### config.mk
export PLATFORM = sky130hd
export DESIGN_NAME = rx_drain_dma
export DESIGN_NICKNAME = d
export VERILOG_FILES = /design/src/rtl/rxdd_pkg.sv /design/src/rtl/rxdd_trigger.sv /design/src/rtl/rxdd_desc_cache.sv /design/src/rtl/rxdd_burst_ctr.sv /design/src/rtl/rx_drain_dma.sv
export SDC_FILE = /design/constraint.sdc
export NUM_CORES = 1
export LEC_CHECK = 0
export BUFFER_PORTS_ARGS = -buffer_cell sky130_fd_sc_hd__buf_4
export CAP_MARGIN = 10
export CORE_MARGIN = 5
export CORE_UTILIZATION = 50
export DETAILED_ROUTE_END_ITERATION = 10
export HOLD_SLACK_MARGIN = 0.1
export PLACE_DENSITY = 0.74
export SLEW_MARGIN = 20
export SYNTH_ARGS = -nofsm -noshare
export SYNTH_HDL_FRONTEND = slang
export SYNTH_SLANG_ARGS = --single-unit
### constraint.sdc
create_clock -name clk -period 3.38 [get_ports clk]
set_clock_uncertainty 0.05 [all_clocks]
set_input_delay 0.338 -clock clk [delete_from_list [all_inputs] [get_ports clk]]
set_output_delay 0.338 -clock clk [all_outputs]
set_load 0.1 [all_outputs]
### src/rtl/rxdd_pkg.sv
package rxdd_pkg;
  localparam int SZW = 12;

  typedef enum logic [2:0] {
    S_IDLE, S_REFRESH, S_DREAD, S_BLOCK, S_FRAG, S_DWRITE, S_ADV
  } rxdd_state_e;

  // words allowed per burst for a 3-bit code
  function automatic logic [7:0] burst_limit(input logic [2:0] code);
    return (code == 3'd0) ? 8'd128 : (8'd1 << (code - 3'd1));
  endfunction

  // status written back over the control word
  function automatic logic [31:0] wb_word(input logic more, input logic [SZW-1:0] size);
    return {1'b0, more, 18'b0, size};
  endfunction
endpackage

### src/rtl/rxdd_trigger.sv
module rxdd_trigger #(
  parameter int FWW = 10,
  parameter int THW = 5
) (
  input  logic [FWW-1:0] fifo_words,
  input  logic           fifo_frame_ready,
  input  logic [THW-1:0] cfg_thr,
  output logic           drain_go
);
  localparam int CW = (FWW > THW + 1) ? FWW : THW + 1;
  logic [CW-1:0] have_w, need_w;
  assign have_w   = CW'(fifo_words);
  assign need_w   = CW'({cfg_thr, 1'b0});
  assign drain_go = (fifo_words != '0) && (fifo_frame_ready || (have_w >= need_w));
endmodule

### src/rtl/rxdd_desc_cache.sv
module rxdd_desc_cache
  import rxdd_pkg::*;
#(
  parameter int AW = 32
) (
  input  logic           clk,
  input  logic           rst_n,
  input  logic           cap_link,
  input  logic           cap_cmd,
  input  logic           cap_buf,
  input  logic [31:0]    rdata,
  input  logic           word_done,
  input  logic [2:0]     word_bytes,
  output logic [AW-1:0]  link,
  output logic           own,
  output logic [AW-1:0]  buf_ptr,
  output logic [SZW-1:0] buf_left,
  output logic [SZW-1:0] stored,
  output logic           buf_last
);
  logic unused_cmd_bits;
  assign unused_cmd_bits = ^rdata[30:SZW];

  always_ff @(posedge clk or negedge rst_n) begin
    if (!rst_n) begin
      link     <= '0;
      own      <= 1'b0;
      buf_ptr  <= '0;
      buf_left <= '0;
      stored   <= '0;
    end else begin
      if (cap_link) link <= rdata[AW-1:0];
      if (cap_buf) buf_ptr <= rdata[AW-1:0];
      if (cap_cmd) begin
        own      <= rdata[31];
        buf_left <= rdata[SZW-1:0];
        stored   <= '0;
      end else if (word_done) begin
        stored   <= stored + SZW'(word_bytes);
        buf_left <= (buf_left > SZW'(4)) ? buf_left - SZW'(4) : '0;
      end
    end
  end

  assign buf_last = (buf_left <= SZW'(4));
endmodule

### src/rtl/rxdd_burst_ctr.sv
module rxdd_burst_ctr
  import rxdd_pkg::*;
(
  input  logic       clk,
  input  logic       rst_n,
  input  logic       clr,
  input  logic       inc,
  input  logic [2:0] code,
  output logic       burst_end
);
  logic [7:0] cnt;
  logic [8:0] nxt;

  always_ff @(posedge clk or negedge rst_n) begin
    if (!rst_n)   cnt <= '0;
    else if (clr) cnt <= '0;
    else if (inc) cnt <= cnt + 8'd1;
  end

  assign nxt       = {1'b0, cnt} + 9'd1;
  assign burst_end = (nxt >= {1'b0, burst_limit(code)});
endmodule

### src/rtl/rx_drain_dma.sv
module rx_drain_dma
  import rxdd_pkg::*;
#(
  parameter int AW  = 32,
  parameter int FWW = 10,
  parameter int THW = 5
) (
  input  logic           clk,
  input  logic           rst_n,
  input  logic           rx_en_cmd,
  input  logic           desc_dirty,
  input  logic [AW-1:0]  desc_head,
  input  logic [THW-1:0] cfg_thr,
  input  logic [2:0]     cfg_burst,
  input  logic [FWW-1:0] fifo_words,
  input  logic           fifo_frame_ready,
  input  logic [31:0]    fifo_data,
  input  logic           fifo_last,
  input  logic [2:0]     fifo_last_bytes,
  output logic           fifo_pop,
  output logic           bus_req,
  output logic           bus_we,
  output logic [AW-1:0]  bus_addr,
  output logic [31:0]    bus_wdata,
  input  logic [31:0]    bus_rdata,
  input  logic           bus_done,
  output logic           idle
);
  rxdd_state_e state_q, state_d;
  logic [1:0]    idx_q, idx_d;
  logic [AW-1:0] ptr_q, ptr_d;
  logic          more_q, more_d;

  logic [AW-1:0]  link, buf_ptr;
  logic [SZW-1:0] buf_left, stored;
  logic           own, buf_last, drain_go, burst_end;

  // named events
  logic in_frag, in_block, in_dread, word_done, cap_link, cap_cmd, cap_buf;
  logic [2:0] word_bytes;
  assign in_frag    = (state_q == S_FRAG);
  assign in_block   = (state_q == S_BLOCK);
  assign in_dread   = (state_q == S_DREAD);
  assign word_done  = in_frag && bus_done;
  assign cap_link   = bus_done && ((state_q == S_REFRESH) || (in_dread && idx_q == 2'd0));
  assign cap_cmd    = bus_done && in_dread && (idx_q == 2'd1);
  assign cap_buf    = bus_done && in_dread && (idx_q == 2'd2);
  assign word_bytes = fifo_last ? fifo_last_bytes : 3'd4;

  rxdd_trigger #(.FWW(FWW), .THW(THW)) u_trig (
    .fifo_words(fifo_words), .fifo_frame_ready(fifo_frame_ready),
    .cfg_thr(cfg_thr), .drain_go(drain_go));

  rxdd_desc_cache #(.AW(AW)) u_cache (
    .clk(clk), .rst_n(rst_n), .cap_link(cap_link), .cap_cmd(cap_cmd),
    .cap_buf(cap_buf), .rdata(bus_rdata), .word_done(word_done),
    .word_bytes(word_bytes), .link(link), .own(own), .buf_ptr(buf_ptr),
    .buf_left(buf_left), .stored(stored), .buf_last(buf_last));

  rxdd_burst_ctr u_burst (
    .clk(clk), .rst_n(rst_n), .clr(in_block), .inc(word_done),
    .code(cfg_burst), .burst_end(burst_end));

  always_comb begin
    state_d = state_q;
    idx_d   = idx_q;
    ptr_d   = ptr_q;
    more_d  = more_q;
    unique case (state_q)
      S_IDLE: if (rx_en_cmd) begin
        ptr_d   = desc_head;
        idx_d   = 2'd0;
        state_d = desc_dirty ? S_REFRESH : S_DREAD;
      end
      S_REFRESH: if (bus_done) state_d = S_ADV;
      S_DREAD: if (bus_done) begin
        if (idx_q == 2'd2) begin
          idx_d   = 2'd0;
          state_d = own ? S_BLOCK : S_IDLE;
        end else begin
          idx_d = idx_q + 2'd1;
        end
      end
      S_BLOCK: begin
        if (buf_left == '0) begin
          more_d  = 1'b1;
          state_d = S_DWRITE;
        end else if (drain_go) begin
          state_d = S_FRAG;
        end
      end
      S_FRAG: if (bus_done) begin
        if (fifo_last) begin
          more_d  = 1'b0;
          state_d = S_DWRITE;
        end else if (buf_last) begin
          more_d  = 1'b1;
          state_d = S_DWRITE;
        end else if (burst_end || fifo_words <= FWW'(1)) begin
          state_d = S_BLOCK;
        end
      end
      S_DWRITE: if (bus_done) state_d = S_ADV;
      S_ADV: begin
        if (link != '0) begin
          ptr_d   = link;
          idx_d   = 2'd0;
          state_d = S_DREAD;
        end else begin
          state_d = S_IDLE;
        end
      end
      default: state_d = S_IDLE;
    endcase
  end

  always_ff @(posedge clk or negedge rst_n) begin
    if (!rst_n) begin
      state_q <= S_IDLE;
      idx_q   <= '0;
      ptr_q   <= '0;
      more_q  <= 1'b0;
    end else begin
      state_q <= state_d;
      idx_q   <= idx_d;
      ptr_q   <= ptr_d;
      more_q  <= more_d;
    end
  end

  always_comb begin
    bus_req   = 1'b0;
    bus_we    = 1'b0;
    bus_addr  = '0;
    bus_wdata = '0;
    unique case (state_q)
      S_REFRESH: begin
        bus_req  = 1'b1;
        bus_addr = ptr_q;
      end
      S_DREAD: begin
        bus_req  = 1'b1;
        bus_addr = ptr_q + AW'({idx_q, 2'b00});
      end
      S_FRAG: begin
        bus_req   = 1'b1;
        bus_we    = 1'b1;
        bus_addr  = buf_ptr + AW'(stored);
        bus_wdata = fifo_data;
      end
      S_DWRITE: begin
        bus_req   = 1'b1;
        bus_we    = 1'b1;
        bus_addr  = ptr_q + AW'(4);
        bus_wdata = wb_word(more_q, stored);
      end
      default: ;
    endcase
  end

  assign fifo_pop = word_done;
  assign idle     = (state_q == S_IDLE);
endmodule

**Yosys cells after proc, flatten, opt, wreduce, memory -nomap -nowiden**

Index checks and enable logic that the tools add are counted.
W data, S select, Z words.

- Bitwise logic cells: 0
- Eq/ne operators: 18
- Order comparisons: 5
- Reduce and logical (&&, ||, !) cells: 28
- Div/mod/pow operators: 0
- Multipliers: 0
- Add/subtract/negate cells: 9
- Muxes and demuxes: 40
- Shift-type cells: 1

Operator list:

| cell | count |
|---|---|
| $pmux W32 S2 | 2 |
| $pmux W32 S4 | 1 |
| $mux W32 | 2 |
| $mux W12 | 5 |
| $mux W3 | 11 |
| $add A32 B12 Y32 | 1 |
| $add A32 B3 Y32 const B | 1 |
| $add A32 B4 Y32 | 1 |
| $reduce_bool A32 Y1 | 1 |
| $mux W8 | 3 |
| $pmux W3 S6 | 1 |
| $mux W2 | 7 |
| $add A12 B3 Y12 | 1 |
| $gt A12 B3 Y1 const B | 1 |
| $le A12 B3 Y1 const B | 1 |
| $logic_not A12 Y1 | 1 |
| $sub A12 B3 Y12 const B | 1 |
| $ge A10 B6 Y1 | 1 |
| $le A10 B1 Y1 const B | 1 |
| $reduce_bool A10 Y1 | 1 |
| $add A8 B1 Y9 const B | 1 |
| $eq A3 B3 Y1 const B | 3 |
| $ge A9 B8 Y1 | 1 |
| $add A8 B1 Y8 const B | 1 |
| 26 further kinds | 51 |

- Latch bits: 0
- Logic and storage cells: 111
- Register bits after elaboration: 135
- Output and inout port bits: 68
- Input bits: 124
- RAM bits: 0
- Bits in read-only memories: 0
- Memories kept: 0

**Depth between registers and ports, before layout**

Gate-level depths: netlist of run 1.

- Depth after elaboration: 10
- Gate-level depth with buffers: 13
- Gate-level depth less buffers: 11

**Modules after synthesis**

From an unflattened synthesis of run 1, not the netlist that was laid out.

- Cell total of the unflattened synthesis: 1020
- Area total of the unflattened synthesis: 9307.7 µm²

Modules (own cells, without submodules):

| module | seq. area each (µm²) | instances | cells each | area an instance (µm²) |
|---|---|---|---|---|
| rx_drain_dma | 950.9 | 1 | 636 | 4662.0 |
| rxdd_desc_cache | 2227.1 | 1 | 287 | 3801.1 |
| rxdd_burst_ctr | 200.2 | 1 | 77 | 691.9 |
| rxdd_trigger | 0.0 | 1 | 20 | 152.6 |

**Least setup slack after synthesis of run 1**

OpenSTA, ideal clock, no wires.

- Kind: register to output
- Start point: register u_cache.stored[0]
- End point: output bus_addr[24]
- Data arrival time: 4175 ps
- Cell stages (with the launch flop): 10
- Setup slack: -1183 ps
- Path buffers: 1
- Cell sequence: dfrtp_1 > ha_1 > fa_1 > a211oi_1 > o21bai_1 > a211o_1 > clkbuf_1 > nand4_1 > xor2_1 > o21ai_0

- Cells in the longest elaborated chain, start to end: 2

Ends and longest elaborated chain:

| element | RTL line | text |
|---|---|---|
| start: declaration | rxdd_desc_cache.sv:18 | `output logic [SZW-1:0] stored,` |
| start signal: assignment | rxdd_desc_cache.sv:39 | `stored <= stored + SZW'(word_bytes);` |
| $add A32 B12 Y32 | rx_drain_dma.sv:148 | `bus_addr = buf_ptr + AW'(stored);` |
| $pmux W32 S4 | rx_drain_dma.sv:136 | `unique case (state_q)` |
| end: declaration | rx_drain_dma.sv:23 | `output logic [AW-1:0] bus_addr,` |

No other way between the ends.

**Worst setup path in the final report of run 1**

- Start point: register state_q[1]
- End point: output bus_addr[28]

- Cells in the longest elaborated chain, start to end: 2
- Elaborated cells on any way between the ends: 5
- Those cells by class: 4 x eq/ne; 1 x mux

Ends and longest elaborated chain:

| element | RTL line | text |
|---|---|---|
| start: declaration | rx_drain_dma.sv:29 | `rxdd_state_e state_q, state_d;` |
| start signal: assignment | rx_drain_dma.sv:124 | `state_q <= state_d;` |
| $eq A3 B3 Y1 (tied with other cells) | rx_drain_dma.sv:136 |  |
| $pmux W32 S4 * | rx_drain_dma.sv:136 |  |

Mark *: on every way between the ends. The rest lies on a longest branch, timed or not.

==> results.toml, run 1 <==
[global_route]
grt_pass1_wl_um = 44900
antenna_found_initial = 0
grt_max_degree = 69
track_usage = 0.260
gr-total-overflow = 0
grt_pass1_vias = 8394

[sta]
fmax_ghz = 0.289
hold_viol = 0
min_period_ns = 3.47
setup_violations = 5
finalMaxSlewViolations = 0
grt_setup_unrepaired = "yes"
fin_ws_ns = -0.0855
holdWs_ns = 0.112
worst_pin_slew_ns = 0.901
fin_crit_sh = 1.03
slew_headroom = 0.399

[routing]
wl_um = 28500
drt-initial-drc-count = 747
first_pass_iters = 8
wl_per_cell_um = 19.6
viasPerCell = 5.99
final_antenna_net_count = 0
vias = 8728
drcViolationCount = 0

[placement]
hpwl_um = 21000
port_buffers = 191
pre_cts_ws_ns = 0.0228
gp_congestion = 0.889

[power]
p_int_mw = 6.05
vdd_ir_drop_max_v = 0.00115
p_leak_nw = 5.55
power_frac_clock = 0.132
p_switching_mw = 7.37
p_sw_frac = 0.549
seq_power_share = 0.233
pwr-share-comb = 0.635
powerDensity_mw_per_mm2 = 1100

[die]
die_width_um = 145
die_h_um = 145
initial_core_util = 0.508
io-pin-count = 192
dieArea_mm2 = 0.0211
rows = 49
core_mm2 = 0.0180

[setup_path]
cp_max_fo = 5
arrival_ns = 3.08
reg2reg_to = "state_q[1]"
critPathRequiredTime_ns = 2.99
reg2reg_slack_ns = 0.39
critPathLaunchType = "flop"
worst-r2r-cell-count = 11
timing.rr.start = "u_burst.cnt[2]"
critical_path_class = "reg2out"
cp-end-kind = "output port"

[min_path]
holdCritPathClass = "in2reg"
holdPathStages = 2
whs_endpoint = "u_cache.buf_ptr[24]"
worstHoldStart = "bus_rdata[24]"

[synthesis]
ys_warn_count = 0
yosys.area.top_type = "dfrtp_1"
synth_top_flop_cell = "dfrtp_1"
synthArstFlopShare = 1.00
synthesis.nets = 1173
ys_ff_latch = 135
yosysSeqAreaShare = 0.370
yosysTopAreaCellShare = 0.370
synth_edf_count = 0
syn_avg_cell_area_um2 = 9.02
syn_area_mm2 = 0.00913
synth.area.top_cells = "dfrtp_1 37%, mux2_2 8.8%, mux2i_1 5.3%"
synthCells = 1012
synth_cell_type_count = 69

[clock_tree]
cts-root-buf = "clkbuf_16"
cts_buffer_depth = 2
clk_latency_ns = 0.42
cts_max_level = 4
clk_pin_slew_ns = 0.06
clock-sinks = 135
cts_buffers = 17
cts_tree = "built"

[job]
cap_viol_max_count = 0

[final_layout]
area_growth_pct = 33.5
drive_above_1_share = 0.345
diodes = 0
final_nets = 1377

[run_status]
violations = "setup timing"
status = "complete, but fails checks"
[power groups by stage]
stage	Sequential (mW)	Clock (mW)	Combinational, mW
6_report	3.12	1.77	8.52
5_1_grt	3.20	1.86	8.98
4_1_cts	3.07	1.78	8.25
3_5_place_dp	3.07	0	7.91
3_3_place_gp	3.05	0	7.83
2_1_floorplan	2.74	0	6.36
[layer usage]
metal  vias to the layer above  GRT usage  part of all wire
li1                       4072          -                 -
met2                       409      0.401              0.46
met1                      4183      0.364              0.43
met3                        64     0.0608             0.082
met5                         -          0                 0
met4                         0     0.0802             0.025
[flip-flops by register name, indices dropped and copies added, names as in the netlist]
signal and count:
idx_q 2, more_q 1, ptr_q 32, state_q 3, u_burst.cnt 8, u_cache.buf_left 12
u_cache.buf_ptr 32, u_cache.link 32, u_cache.own 1, u_cache.stored 12
[synthesized netlist by cell type (7+ instances only)]
library cell and number:
dfrtp_1 135, nand2_1 87, nor4_1 22, o22ai_1 7, inv_1 26, nand4_1 13
ha_1 34, buf_2 22, mux2_2 71, a22oi_1 11, o221ai_1 7, nor2_1 97
a21o_1 10, clkbuf_1 25, a211oi_1 11, a21oi_1 76, o21bai_1 7, nand3_1 32
nor3_1 16, mux2i_1 48, nor2b_1 9, nor3b_1 9, o21ai_0 68, nand2b_1 7
xnor2_1 30, a31oi_1 9, and2_1 23, xor2_1 18
[critical path: stages, from the launching register on]
cell and delay, ns:
dfrtp_1 0.41, nor2b_4 0.17, a21o_1 0.16, ha_4 0.15, fa_2 0.21, nand4_2 0.09
or4_4 0.60, nor4_4 0.28, xor2_1 0.20, a22oi_2 0.10, o21ai_4 0.09, buf_12 0.19
[what timing repair did]
action                     CTS  global route
gates cloned                 1             0
hold endpoints to repair    70             0
pin swaps                   17            13
hold buffers                 4             0
setup buffers                3             6
gates resized for setup     58            48
setup endpoints to repair   18            23
[through the flow]
stage	util	total power, mW	std cells	TNS (ns)	area (um2)
after floorplan	-	9.09	1012	-0.828	9280
after global placement	0.615	10.9	1412	0	11000
after detailed placement	0.615	11.0	1412	0	11000
after CTS	0.663	13.1	1452	-0.220	11900
after global routing	0.678	14.0	1458	-1.55	12200
final	0.678	13.4	1458	-0.322	12200
[layout by cell type, fill, tap and decap left out, types with 8 or more instances in the layout]
cell type	netlist	routed
xor2_1	18	17
nand4_1	13	13
inv_1	26	26
a22oi_1	11	9
clkbuf_16	0	17
o21ai_1	1	10
buf_4	0	213
nor4_1	22	20
o21ai_2	0	14
a21o_1	10	10
ha_1	34	26
nand3_1	32	32
buf_6	0	9
dfrtp_1	135	131
nor2b_1	9	8
ha_4	0	8
o21ai_0	68	43
a31oi_1	9	8
buf_12	1	9
nand2_1	87	85
and2_1	23	22
mux2i_1	48	48
nor2_1	97	95
xnor2_1	30	28
a21oi_1	76	71
nor3_1	16	12
mux2_2	71	71
[cell type report]
type                            instances  area [um2]
Multi-Input combinational cell        795        5870
Fill cell                            1428        5780
Sequential cell                       135        3380
Timing Repair Buffer                  240        1990
Clock buffer                           21         460
Tap cell                              229         287
Inverter                               27         101
Clock inverter                         11         100
[worst max path at each step]
stage                    to  cells past startpoint       start  slack (ns)
5_1_grt        bus_addr[28]                     11  state_q[1]       -0.23
2_1_floorplan  bus_addr[24]                     11  state_q[2]       -0.50
6_report       bus_addr[28]                     11  state_q[1]       -0.09
3_3_place_gp   bus_addr[18]                     11  state_q[1]        0.08
3_5_place_dp   bus_addr[26]                     12  state_q[1]        0.02
4_1_cts        bus_addr[28]                     11  state_q[1]       -0.09
[logic make-up after synthesis]
kind of cell / Yosys count / share of synthesized area
and+or+nand+nor: 354 / 0.194
AOI/OAI and AO/OA: 237 / 0.158
DFF: 135 / 0.370
muxes: 119 / 0.140
buffers and inverters: 82 / 0.0388
xor gates and xnor gates: 48 / 0.0461
adders and majority gates: 37 / 0.0532
Power figures use the tool's default switching activity.
==> run 2: changes to the inputs <==
--- a/config.mk
+++ b/config.mk
@@ -7,7 +7,6 @@
 export LEC_CHECK = 0
 export BUFFER_PORTS_ARGS = -buffer_cell sky130_fd_sc_hd__buf_4
 export CAP_MARGIN = 10
-export CORE_MARGIN = 5
 export CORE_UTILIZATION = 50
 export DETAILED_ROUTE_END_ITERATION = 10
 export HOLD_SLACK_MARGIN = 0.1
==> run 2 against run 1 <==
The flow still finishes with violations (setup timing). Fmax is 0.30% lower. Register-to-register slack hardly changed. Core utilization grew 0.93 points. Critical path depth unchanged. Flip-flop and latch count is the same. Count of clock-buffer cells in the layout shrank 3. Final cell count grew 1.0%. Highest routed layer unchanged.
==> results.toml, run 2 (same netlist as run 1, synthesis figures left out) <==
[power]
p_int_mw = 6.14
seq_power_share = 0.231
powerDensity_mw_per_mm2 = 1100
p_switching_mw = 7.34
power_frac_clock = 0.142
vdd_ir_drop_max_v = 0.00126
pwr-share-comb = 0.627
p_sw_frac = 0.545
p_leak_nw = 5.65

[clock_tree]
cts_tree = "built"
cts_buffer_depth = 2
clk_pin_slew_ns = 0.06
cts-root-buf = "clkbuf_16"
clk_latency_ns = 0.44
cts_max_level = 4
cts_buffers = 17
clock-sinks = 135

[final_layout]
area_growth_pct = 34.8
drive_above_1_share = 0.342
fill_cells = 1370
final_nets = 1393
layout_common_cells = "219 x buf_4, 132 x dfrtp_1, 96 x nor2_1"
diodes = 0
instances_no_fill = 1473
finish.instance_area_mm2 = 0.0123
mostFrequentLayoutCell = "buf_4"
reg.largest.list = "ptr_q x32, u_cache.buf_ptr x32, u_cache.link x32"

[die]
dieArea_mm2 = 0.0188
io-pin-count = 192
initial_core_util = 0.510
die_h_um = 137
core_mm2 = 0.0179
die_width_um = 137
rows = 49

[sta]
fmax_ghz = 0.288
slew_headroom = 0.398
finalMaxSlewViolations = 0
fin_ws_ns = -0.0959
hold_viol = 0
worst_pin_slew_ns = 0.903
setup_violations = 10
min_period_ns = 3.48
fin_crit_sh = 1.03
grt_setup_unrepaired = "yes"

[global_route]
grt_pass1_vias = 8039
antenna_found_initial = 0
grt_pass1_wl_um = 42300
track_usage = 0.299
grt_max_degree = 65
gr-total-overflow = 0

[setup_path]
critical_path_class = "reg2out"
critPathRequiredTime_ns = 2.99
cp-end-kind = "output port"
cp_max_fo = 5
worst-r2r-cell-count = 11
critPathLaunchType = "flop"
arrival_ns = 3.09

[placement]
hpwl_um = 20300
port_buffers = 191
gp_congestion = 0.908
dpl_cell_area_mm2 = 0.0110
placed_cells = 1409

[routing]
first_pass_iters = 5
viasPerCell = 5.95
drt-initial-drc-count = 746
vias = 8762
drcViolationCount = 0
wl_per_cell_um = 19.1
final_antenna_net_count = 0
wl_um = 28200

[run_status]
violations = "setup timing"
status = "complete, but fails checks"

[min_path]
holdPathStages = 2
holdCritPathClass = "in2reg"

[job]
cap_viol_max_count = 0
==> run 2: cell count changes in the layout (fill, tap and decap cells not counted), sizes merged <==
cell,before,now
bufinv,1,3
clkinv,5,7
clkinvlp,5,3
dlygate4sd3,4,13
clkbuf,21,18
buf,236,243
==> run 2: timing repair <==
action                     in CTS  in global routing
gates cloned                    0                  1
buffers inserted                5                 14
hold buffers                   13                  0
hold endpoints to repair       74                  0
pin swaps                       9                 18
gates resized for setup        40                 56
setup endpoints to repair      19                 23
==> run 2: through the flow <==
step / hold WS (ns) / utilization / power (mW) / worst slack (ns) / setup TNS, ns
after global placement: 0.287 / 0.616 / 10.8 / 0.121 / 0
after global routing: 0.104 / 0.688 / 14.1 / -0.207 / -1.72
after floorplan: -0.00759 / - / 9.09 / -0.503 / -0.828
after detailed placement: 0.287 / 0.616 / 10.9 / 0.0545 / 0
after CTS: 0.103 / 0.668 / 13.1 / -0.0594 / -0.277
final: 0.105 / 0.688 / 13.5 / -0.0959 / -0.409
==> run 2: worst paths after layout <==
kind	startpoint	end	slack [ns]
max	state_q[1]	bus_addr[28]	-0.1
min	bus_rdata[24]	u_cache.buf_ptr[24]	0.10
max reg2reg	u_burst.cnt[2]	state_q[0]	0.38
min reg2reg	u_cache.buf_ptr[3]	u_cache.buf_ptr[3]	0.47
max in group asynchronous	rst_n	u_cache.buf_ptr[29]	2.08
min in group asynchronous	rst_n	u_cache.link[27]	0.38
==> run 2: metal layers <==
metal  vias up  track usage  routed length, um
met3        47       0.0519               1950
met5         -            0                  0
li1       4121            -                  -
met2       365        0.469              13200
met1      4229        0.415              12400
met4         0        0.106                617
==> run 2: layout make-up <==
cell class                      count  area [um2]  area share
Clock inverter                     13         155      0.0126
Sequential cell                   135        3380       0.275
Inverter                           27         101     0.00823
Tap cell                          229         287      0.0233
Multi-Input combinational cell    795        5820       0.473
Clock buffer                       18         439      0.0357
Timing Repair Buffer              256        2120       0.172
==> run 2: power by group through the flow <==
stage	registers [mW]	clock network, mW	logic (mW)
2_1_floorplan	2.74	0	6.36
3_3_place_gp	3.04	0	7.75
3_5_place_dp	3.07	0	7.84
4_1_cts	3.06	1.91	8.11
5_1_grt	3.20	1.98	8.93
6_report	3.12	1.91	8.46
==> run 2: worst max-delay path, cell delays in order, from the launching register on <==
cell and delay, ns:
dfrtp_1 0.41, nor2b_4 0.15, a21o_1 0.16, ha_4 0.14
fa_2 0.23, nand4_4 0.08, or4_4 0.48, nor4_2 0.32
xor2_1 0.13, a22oi_2 0.23, o21ai_4 0.10, buf_8 0.21
==> run 3: changes to the inputs <==
--- a/config.mk
+++ b/config.mk
@@ -7,6 +7,7 @@
 export LEC_CHECK = 0
 export BUFFER_PORTS_ARGS = -buffer_cell sky130_fd_sc_hd__buf_4
 export CAP_MARGIN = 10
+export CORE_MARGIN = 4
 export CORE_UTILIZATION = 50
 export DETAILED_ROUTE_END_ITERATION = 10
 export HOLD_SLACK_MARGIN = 0.1
==> run 3 against run 2 <==
The flow now finishes without violations. Highest routed layer unchanged. Power up 0.11%. Flip-flop and latch count unchanged. Final cell count down 0.61%. Global-route usage is 2.3 points lower. Non-clock buffer count fell by 8. Largest cell class unchanged. Combinational power increased by 2%. Critical path type unchanged. Sequential share of layout area grew 0.072 points. Hold slack lost 0.0017 ns. Worst setup slack improved by 0.10 ns. Clock power down 9.9%.
==> results.toml, run 3 (same netlist as run 1, synthesis figures left out) <==
[run_status]
status = "complete, no violations"

[global_route]
grt_pass1_wl_um = 44300
grt_pass1_vias = 8154
antenna_found_initial = 0
gr-total-overflow = 0
grt_max_degree = 81
track_usage = 0.276

[routing]
final_antenna_net_count = 0
drcViolationCount = 0
viasPerCell = 6.04
first_pass_iters = 5
vias = 8838
drt-initial-drc-count = 1112
wl_um = 29300
wl_per_cell_um = 20.0

[setup_path]
timing.rr.start = "u_burst.cnt[2]"
critPathRequiredTime_ns = 2.99
cp_max_fo = 5
cp-end-kind = "output port"
worstSetupEndpoint = "bus_addr[26]"
cp_slowest_cell = "or4_4"
worst-r2r-cell-count = 11
critPathLaunchType = "flop"
slowest_delay_ns = 0.51
crit_chain = "nor2b_4, a21o_1, ha_4, fa_2, nand4_4, or4_4, nor3_4, xor2_1, a22oi_1, o21ai_2, buf_12"
reg2reg_to = "state_q[1]"
reg2reg_slack_ns = 0.31
arrival_ns = 2.98
critical_path_class = "reg2out"
cp-startpoint = "state_q[1]"

[placement]
pre_cts_ws_ns = -0.00913
hpwl_um = 20900
port_buffers = 191
gp_congestion = 0.896

[final_layout]
reg.largest.list = "ptr_q x32, u_cache.buf_ptr x32, u_cache.link x32"
final_nets = 1385
layout_common_cells = "212 x buf_4, 131 x dfrtp_1, 96 x nor2_1"
mostFrequentLayoutCell = "buf_4"
drive_above_1_share = 0.347
diodes = 0
area_growth_pct = 34.5

[sta]
worst_pin_slew_ns = 0.880
setup_tns_ns = 0
fin_ws_ns = 0.00786
slew_headroom = 0.413
finalMaxSlewViolations = 0
setup_violations = 0
grt_setup_unrepaired = "yes"
min_period_ns = 3.37
hold_viol = 0
fin_crit_sh = 0.998
fmax_ghz = 0.297

[die]
rows = 49
core_mm2 = 0.0180
dieArea_mm2 = 0.0205
io-pin-count = 192
die_h_um = 143
initial_core_util = 0.508
die_width_um = 143

[clock_tree]
cts_tree = "built"
clock-sinks = 135
clk_pin_slew_ns = 0.06
cts_buffers = 17
cts-root-buf = "clkbuf_16"
clk_latency_ns = 0.42
cts_buffer_depth = 2
cts_max_level = 4

[power]
p_leak_nw = 5.61
vdd_ir_drop_max_v = 0.00108
powerDensity_mw_per_mm2 = 1100

[min_path]
holdCritPathClass = "in2reg"

[job]
cap_viol_max_count = 0
## run 3: changes by cell type in the layout (fill, tap and decap cells not counted), sizes merged
cell,previous run,this run
bufinv,3,1
clkinvlp,3,6
clkinv,7,5
buf,243,239
dlygate4sd3,13,9
## run 3: worst min path at each step
stage | start | end | slack (ns) | cells past startpoint
2_1_floorplan | rst_n | idx_q[0] | -0.008 | 0
3_3_place_gp | rst_n | u_cache.buf_left[11] | 0.40 | 1
3_5_place_dp | rst_n | u_cache.buf_left[6] | 0.41 | 1
4_1_cts | bus_rdata[12] | u_cache.link[12] | 0.10 | 2
5_1_grt | bus_rdata[19] | u_cache.link[19] | 0.11 | 2
6_report | bus_rdata[19] | u_cache.buf_ptr[19] | 0.10 | 3
## run 3: area by class of cell
type | instances | area [um2]
fillers | 1427 | 5680
multi-input cells | 795 | 5870
inverters | 27 | 101
flip-flops and latches | 135 | 3380
clock inverters | 12 | 108
well taps | 229 | 287
repair buffers | 248 | 2100
clock buffers | 18 | 429
## run 3: worst max-delay path, delay by kind of cell, from the launching register on
family	cells	cell delay, ns
compound gates	3	0.57
fa+ha+maj	2	0.37
simple gates	4	0.92
xor+xnor	1	0.11
flops	1	0.40
buf+inv	1	0.18
## run 3: routing by layer
metal | up-vias | GRT usage | share of wire
li1 | 4115 | - | -
met1 | 4240 | 0.401 | 0.43
met2 | 422 | 0.434 | 0.47
met3 | 61 | 0.0385 | 0.084
met4 | 0 | 0.0740 | 0.022
met5 | - | 0 | 0
## run 3: what timing repair did
action                                 4_1_cts  5_1_grt
resized for setup                           65       53
setup endpoints to repair                   19       24
hold buffers                                 9        0
setup buffers                                5       10
gates cloned                                 1        0
endpoints found under the hold margin       64        0
pin swaps                                   24       23
## run 3: stage by stage
stage	power [mW]	area [um2]	utilization	hold WS, ns	cells
floorplan	9.09	9280	-	-0.00759	1012
global route	14.1	12300	0.684	0.106	1464
global placement	10.9	11000	0.614	0.400	1409
finish	13.5	12300	0.684	0.103	1464
CTS	13.1	12000	0.666	0.100	1454
detailed placement	11.0	11000	0.614	0.408	1409
## run 3: where the power goes
part           switching (mW)  total (mW)  internal, mW
sequential              0.875        3.14          2.27
combinational            5.84        8.64          2.79
clock                   0.723        1.72         0.999
